`src/rtl/fmt_pkg.sv`:
```
package fmt_pkg;

  localparam int NUM_EVT = 3;
  localparam int FMT_W   = 2;

  typedef enum logic [FMT_W-1:0] {
    FMT_NRZ = 2'b00,
    FMT_RTZ = 2'b01,
    FMT_SBC = 2'b10,
    FMT_RSV = 2'b11
  } fmt_e;

  // control-to-datapath strobe bundle
  typedef struct packed {
    logic               capture;   // take a snapshot of data and format
    fmt_e               fmt;       // normalized format in force this cycle
    logic [NUM_EVT-1:0] win;       // one-hot0 winning event
  } strobe_t;

endpackage

```
`src/rtl/fmt_ctrl.sv`:
```
module fmt_ctrl
  import fmt_pkg::*;
#(
  parameter int NEVT = NUM_EVT
) (
  input  logic            clk,
  input  logic            rst,
  input  logic [NEVT-1:0] evtStrobe,
  input  logic [FMT_W-1:0] fmtSel,
  input  fmt_e            heldFmt,
  output strobe_t         strb
);

  localparam int LAST = NEVT - 1;

  logic [FMT_W-1:0] rawFmt;
  fmt_e             normFmt;
  logic             lateIgnored;
  logic [NEVT-1:0]  active;
  logic [NEVT-1:0]  winVec;

  // format used in this cycle: fresh on event 1, otherwise the held copy
  always_comb begin
    rawFmt = evtStrobe[0] ? fmtSel : heldFmt;
    case (rawFmt)
      FMT_RTZ: normFmt = FMT_RTZ;
      FMT_SBC: normFmt = FMT_SBC;
      default: normFmt = FMT_NRZ;
    endcase
    lateIgnored = (normFmt == FMT_NRZ);
  end

  // non-return masks every event except the first
  generate
    for (genvar g = 0; g < NEVT; g++) begin : g_mask
      if (g == 0) begin : g_first
        assign active[g] = evtStrobe[g];
      end else begin : g_late
        assign active[g] = evtStrobe[g] & ~lateIgnored;
      end
    end
  endgenerate

  // highest-numbered active event wins
  always_comb begin
    winVec = '0;
    for (int i = LAST; i >= 0; i--) begin
      if (active[i] && (winVec == '0)) winVec[i] = 1'b1;
    end
  end

  always_comb begin
    strb.capture = evtStrobe[0] & ~rst;
    strb.fmt     = normFmt;
    strb.win     = rst ? '0 : winVec;
  end

  logic unusedClk;
  assign unusedClk = clk;

endmodule

```
`src/rtl/fmt_datapath.sv`:
```
module fmt_datapath
  import fmt_pkg::*;
(
  input  logic           clk,
  input  logic           rst,
  input  logic           dataIn,
  input  logic [FMT_W-1:0] fmtSel,
  input  strobe_t        strb,
  output fmt_e           heldFmt,
  output logic           pinOut
);

  logic heldData;
  logic effData;
  logic nextLevel;

  assign effData = strb.capture ? dataIn : heldData;

  always_comb begin
    nextLevel = pinOut;
    if (strb.win[2]) begin
      case (strb.fmt)
        FMT_RTZ: nextLevel = 1'b0;
        FMT_SBC: nextLevel = ~effData;
        default: nextLevel = pinOut;
      endcase
    end else if (strb.win[1]) begin
      case (strb.fmt)
        FMT_RTZ: nextLevel = 1'b1;
        FMT_SBC: nextLevel = effData;
        default: nextLevel = pinOut;
      endcase
    end else if (strb.win[0]) begin
      case (strb.fmt)
        FMT_SBC: nextLevel = ~effData;
        default: nextLevel = effData;
      endcase
    end
  end

  always_ff @(posedge clk) begin
    if (rst) begin
      heldData <= 1'b0;
      heldFmt  <= FMT_NRZ;
      pinOut   <= 1'b0;
    end else begin
      if (strb.capture) begin
        heldData <= dataIn;
        heldFmt  <= fmt_e'(fmtSel);
      end
      pinOut <= nextLevel;
    end
  end

endmodule

```
`src/rtl/pin_formatter.sv`:
```
module pin_formatter
  import fmt_pkg::*;
(
  input  logic         clk,
  input  logic         rst,
  input  logic [1:0]   fmtSel,
  input  logic         dataIn,
  input  logic [2:0]   evtStrobe,
  output logic         pinOut
);

  strobe_t strb;
  fmt_e    heldFmt;

  fmt_ctrl #(.NEVT(NUM_EVT)) u_ctrl (
    .clk       (clk),
    .rst       (rst),
    .evtStrobe (evtStrobe),
    .fmtSel    (fmtSel),
    .heldFmt   (heldFmt),
    .strb      (strb)
  );

  fmt_datapath u_dp (
    .clk     (clk),
    .rst     (rst),
    .dataIn  (dataIn),
    .fmtSel  (fmtSel),
    .strb    (strb),
    .heldFmt (heldFmt),
    .pinOut  (pinOut)
  );

endmodule

```
`config.mk`:
```
export PLATFORM = sky130hd
export DESIGN_NAME = pin_formatter
export DESIGN_NICKNAME = d
export VERILOG_FILES = /design/src/rtl/fmt_pkg.sv /design/src/rtl/fmt_ctrl.sv /design/src/rtl/fmt_datapath.sv /design/src/rtl/pin_formatter.sv
export SDC_FILE = /design/constraint.sdc
export NUM_CORES = 1
export LEC_CHECK = 0
export BUFFER_PORTS_ARGS = -buffer_cell sky130_fd_sc_hd__buf_2
export CORE_AREA = 2 2 39 41
export CTS_CLUSTER_DIAMETER = 200
export DETAILED_ROUTE_END_ITERATION = 8
export DIE_AREA = 0 0 41 43
export GPL_ROUTABILITY_DRIVEN = 0
export HOLD_SLACK_MARGIN = 0.02
export PLACE_DENSITY = 0.42
export SLEW_MARGIN = 20
export SYNTH_ARGS = -nofsm -noshare
export SYNTH_HDL_FRONTEND = slang
export SYNTH_SLANG_ARGS = --single-unit
```
`constraint.sdc`:
```
create_clock -name clk -period 4.4 [get_ports clk]
set_clock_uncertainty 0.15 [all_clocks]
set_input_delay 0.88 -clock clk [delete_from_list [all_inputs] [get_ports clk]]
set_output_delay 0.88 -clock clk [all_outputs]
set_load 0.01 [all_outputs]
```
# Word-level counts from Yosys, hierarchy flattened
# Index checks and enable logic that the tools add are counted.
# word_totals
elab_cells	35
reg_bits	4
out_inout_bits	1
inputBits	8
# op_classes
n_eq_ne	6
n_reduce_logical	6
bitwise_logic	7
mux	13
# ops
cell	n
$mux W1	8
$ne A3 B1 Y1 const B	2
$eq A2 B1 Y1 const B	2
$eq A2 B2 Y1 const B	2
$logic_not A2 Y1	2
$not A1 Y1	4
$pmux W1 S2	2
$pmux W2 S2	1
$and A1 B1 Y1	3
$mux W3	1
$reduce_and A3 Y1	1
$reduce_bool A3 Y1	1
$logic_and A1 B1 Y1	2
$mux W2	1

# Depth between registers and ports, before layout
# logic_depth
ltp_word	17
depth_mapped	7
mapped_depth_nobuf	7

# Cells and area by module
# From an unflattened synthesis, not the netlist that was laid out.
# unflattened
hier_cells	32
area_unflattened_um2	312.8
# by_module_without_submodules
module	area_per_inst_um2	seq_area_each_um2	cells_per_inst	n_inst
fmt_datapath	224.0	80.1	21	1
fmt_ctrl	88.8	0.0	11	1

# Worst setup path after synthesis
# OpenSTA, ideal clock, no wires.
# synth_timing
path_kind	input to register
from	input evtStrobe[0]
to	register u_dp.pinOut
arrival_ns	2.120
stages	7
path_buffers	0
path_slack_ns	2.064
required_time_ns	4.184
setup_ns	0.066
cell_sequence	mux2i_1 -> inv_1 -> ha_1 -> ha_1 -> o22a_1 -> a211o_1 -> a21oi_2
# synth_between
elab_chain_len	16
elab_cells_between_ends	31
cone_classes	eq/ne: 6; mux: 13; bitwise: 6; reduce/logical: 6
# synth_lines
item	line	rtl
start: declaration	pin_formatter.sv:8	input logic [2:0] evtStrobe,
$mux W2	fmt_ctrl.sv:24	rawFmt = evtStrobe[0] ? fmtSel : heldFmt;
$eq A2 B2 Y1 or $eq A2 B1 Y1 (tied branches)	fmt_ctrl.sv:25	case (rawFmt)
$pmux W2 S2	fmt_ctrl.sv:25	
$logic_not A2 Y1	fmt_ctrl.sv:30	lateIgnored = (normFmt == FMT_NRZ);
$not A1 Y1	fmt_ctrl.sv:39	assign active[g] = evtStrobe[g] & ~lateIgnored;
$and A1 B1 Y1	fmt_ctrl.sv:39	
$mux W1	fmt_ctrl.sv:48	if (active[i] && (winVec == '0)) winVec[i] = 1'b1;
$not A1 Y1	fmt_ctrl.sv:48	
$logic_and A1 B1 Y1	fmt_ctrl.sv:48	
$mux W1	fmt_ctrl.sv:48	
$logic_not A2 Y1	fmt_ctrl.sv:48	
$logic_and A1 B1 Y1	fmt_ctrl.sv:48	
$mux W1	fmt_ctrl.sv:48	
$mux W3	fmt_ctrl.sv:55	strb.win = rst ? '0 : winVec;
$reduce_bool A3 Y1 (no source line)	--	
$reduce_and A3 Y1 (no source line)	--	
end signal: assignment	fmt_datapath.sv:51	pinOut <= nextLevel;
end: declaration	fmt_datapath.sv:10	output logic pinOut
# Several ways; a longest one is shown, not always the timed one. The select of a mux whose other input is x is not followed.
# A chain may end at the register's enable or synchronous reset.

# Worst setup path in the final report
# Same ends and word-level chain as after synthesis.

==> summary.md <==
| Metric | Value |
|---|---|
| Largest net degree at the start of global routing | `6` |
| Tmin final | `2370 ps` |
| Sequential-to-total area share from yosys stat | `0.335` |
| TritonRoute pass-1 iters | `1` |
| Status | `complete, no violations` |
| Hold_buf cts | `0` |
| Ratio of cells with drive above 1 in the final layout | `0.333` |
| Reg clk slew, reported paths | `40 ps` |
| Syn_nets | `37` |
| Starting Density | `0.173` |
| Number of antenna diodes | `0` |
| Die height | `43 um` |
| H-tree depth | `1` |
| Post-Synthesis Cells | `25` |
| Reg2Reg Setup Slack | `2610 ps` |
| Fin. max-slew vios | `0` |
| CP Launch Point | `evtStrobe[0]` |
| Post-CTS resize count | `0` |
| Most common cell after layout, fill and taps aside | `buf_2` |
| R2R Path End | `u_dp.pinOut` |
| Residual DRC | `0` |
| Crit path capture | `u_dp.pinOut` |
| Hold Path Class | `reg2reg` |
| DRT iter0 DRCs | `0` |
| Area Growth Syn to Fin | `34.6%` |
| R2r startpoint | `u_dp.heldFmt[1]` |
| Pleak | `0.000169 uW` |
| Total global-route track usage | `0.0703` |
| Final setup fails | `0` |
| Crit path max-delay family | `compound AO/OA/AOI/OAI gates` |
| CTS tree | `yes` |
| Final worst setup slack | `between 2000 and 2500 ps` |
| Routed len/inst | `8.92 um` |
| DP Worst Slack | `1760 ps` |
| Tcrit/Tclk final | `0.539` |
| Synth cell types | `13` |
| First-pass GRT wire length | `800 um` |
| Yosys warnings | `0` |
| NumNets Final | `50` |
| Max-cap violations | `0` |
| CP endpoint kind | `flip-flop` |
| Worst-path fanout max | `5` |
| Startpoint types | `primary input` |
| CP Cell Sequence | `buf_2 -> mux2i_1 -> inv_1 -> ha_1 -> ha_1 -> o22a_1 -> a211o_1 -> a21oi_2` |
| Via/cell ratio | `4.13` |
| Critical path depth | `8` |
| Pwr dens | `337 nW/um^2` |
| Max-slew headroom | `0.774` |
| Die span in x | `41 um` |
| Most frequent cell on the critical path | `ha_1` |
| Most frequent cells in the layout | `8 x buf_2, 4 x ha_1, 4 x dfxtp_1` |
| Fmax | `422 MHz` |
| Grt ovf | `0` |
| Least-Margin Pin Slew | `330 ps` |
| Antenna violations before repair | `0` |
| Critical Path AT | `2390 ps` |
| CTS Buffer Depth | `2` |
| CORE AREA | `roughly 1400 um^2` |
| I/O Buffers | `8` |
| #FFs+latches synth | `4` |
| Number of global-route vias before repair | `210` |
| Rows | `14` |
| Synthesized area per cell | `9.56 um^2` |
| Synth Cell Area | `239 um^2` |
| Routed Wire Length | `464 um` |
| Via count | `215` |
| RSZ-0062 raised after global routing | `no` |
| WS Path Type | `in2reg` |
| Slowest stage delay, CP | `300 ps` |
| CTS root buffer | `clkbuf_4` |
| Setup Fix Bufs, Post-CTS | `0` |
| I/O pin cnt | `9` |
| Post-route ant nets | `0` |
| Maximum vdd drop | `0.102 mV` |
| Clk sinks | `4` |
| Hold Vio Cnt, Final | `0` |
| Setup TNS Final | `0 ps` |
| WP buf/inv | `2` |
| Worst EP required | `4420 ps` |
| Total Die Area | `1760 um^2` |
| Clock latency at the later pin of the worst-skew pair | `230 ps` |
| TritonCTS buffer count | `3` |
| Master of the slowest instance on the critical path | `a211o_1` |
| Reg2Reg Depth | `7` |
## Yosys cell counts
library cell / number / share of area
o22a_1: 1 / 0.037
ha_1: 4 / 0.21
nand2_1: 2 / 0.031
o211ai_1: 1 / 0.031
o21bai_1: 1 / 0.031
a211o_1: 1 / 0.037
a21oi_2: 1 / 0.037
nand2b_1: 1 / 0.026
mux2i_1: 3 / 0.13
nor3_1: 1 / 0.021
nor2_1: 3 / 0.047
dfxtp_1: 4 / 0.34
inv_1: 2 / 0.031
## state kept, by name, indices dropped and copies added, names as in the netlist
signal	count
u_dp.heldData	1
u_dp.heldFmt	2
u_dp.pinOut	1
## area by class of cell
cell class	instances	area [um^2]
inverters	2	7.51
fillers	157	1060
clock buffers	3	22.5
flip-flops and latches	4	80.1
well taps	16	20.0
multi-input cells	19	151
repair buffers	8	40.0
## worst reg2reg max path, cell delays in order, from the launching register on
cell and delay (ps):
dfxtp_1 290, mux2i_1 220, inv_1 70, ha_1 230, ha_1 190, o22a_1 170
a211o_1 300, a21oi_2 110
## report_power, final
part / leakage, uW / internal (uW) / switching (uW)
Combinational: 0.000123 / 11.1 / 11.3
Clock: 0.0000138 / 30.5 / 14.9
Sequential: 0.0000330 / 39.2 / 1.24
Total: 0.000169 / 80.8 / 27.5
## logic make-up (layout without fill, tap and decap cells)
| family | Yosys count | in the layout | share of synthesized area |
|---|---|---|---|
| simple gates | 7 | 7 | 0.126 |
| compound gates | 5 | 5 | 0.173 |
| fa+ha+maj | 4 | 4 | 0.209 |
| flops | 4 | 4 | 0.335 |
| mux | 3 | 3 | 0.126 |
| buf+inv | 2 | 13 | 0.0314 |
## routing by layer
| metal | GRT usage | up-vias | part of all wire |
|---|---|---|---|
| li1 | - | 110 | - |
| met1 | 0.0932 | 99 | 0.48 |
| met2 | 0.0906 | 6 | 0.44 |
| met3 | 0.0157 | 0 | 0.071 |
| met4 | 0.0600 | 0 | 0 |
| met5 | 0 | - | 0 |
## worst min-delay path by stage
stage | startpoint | end | slack (ps) | cells past startpoint
floorplan | u_dp.heldFmt[1] | u_dp.heldFmt[1] | 330 | 2
global placement | u_dp.heldFmt[1] | u_dp.heldFmt[1] | 380 | 2
detailed placement | u_dp.heldFmt[0] | u_dp.heldFmt[0] | 380 | 2
CTS | u_dp.heldFmt[0] | u_dp.heldFmt[0] | 390 | 2
global route | u_dp.heldFmt[0] | u_dp.heldFmt[0] | 420 | 2
finish | u_dp.heldFmt[0] | u_dp.heldFmt[0] | 370 | 2
## through the flow
| step | hold slack, ps | instance area [um^2] | utilization | total power (uW) | std cells |
|---|---|---|---|---|---|
| floorplan | 331 | 239 | - | 55.4 | 25 |
| global placement | 377 | 299 | 0.216 | 64.4 | 49 |
| detailed placement | 377 | 299 | 0.216 | 63.8 | 49 |
| CTS | 386 | 322 | 0.232 | 111 | 52 |
| global route | 420 | 322 | 0.232 | 117 | 52 |
| finish | 371 | 322 | 0.232 | 108 | 52 |
No activity file was read; power rests on OpenSTA's default activity.
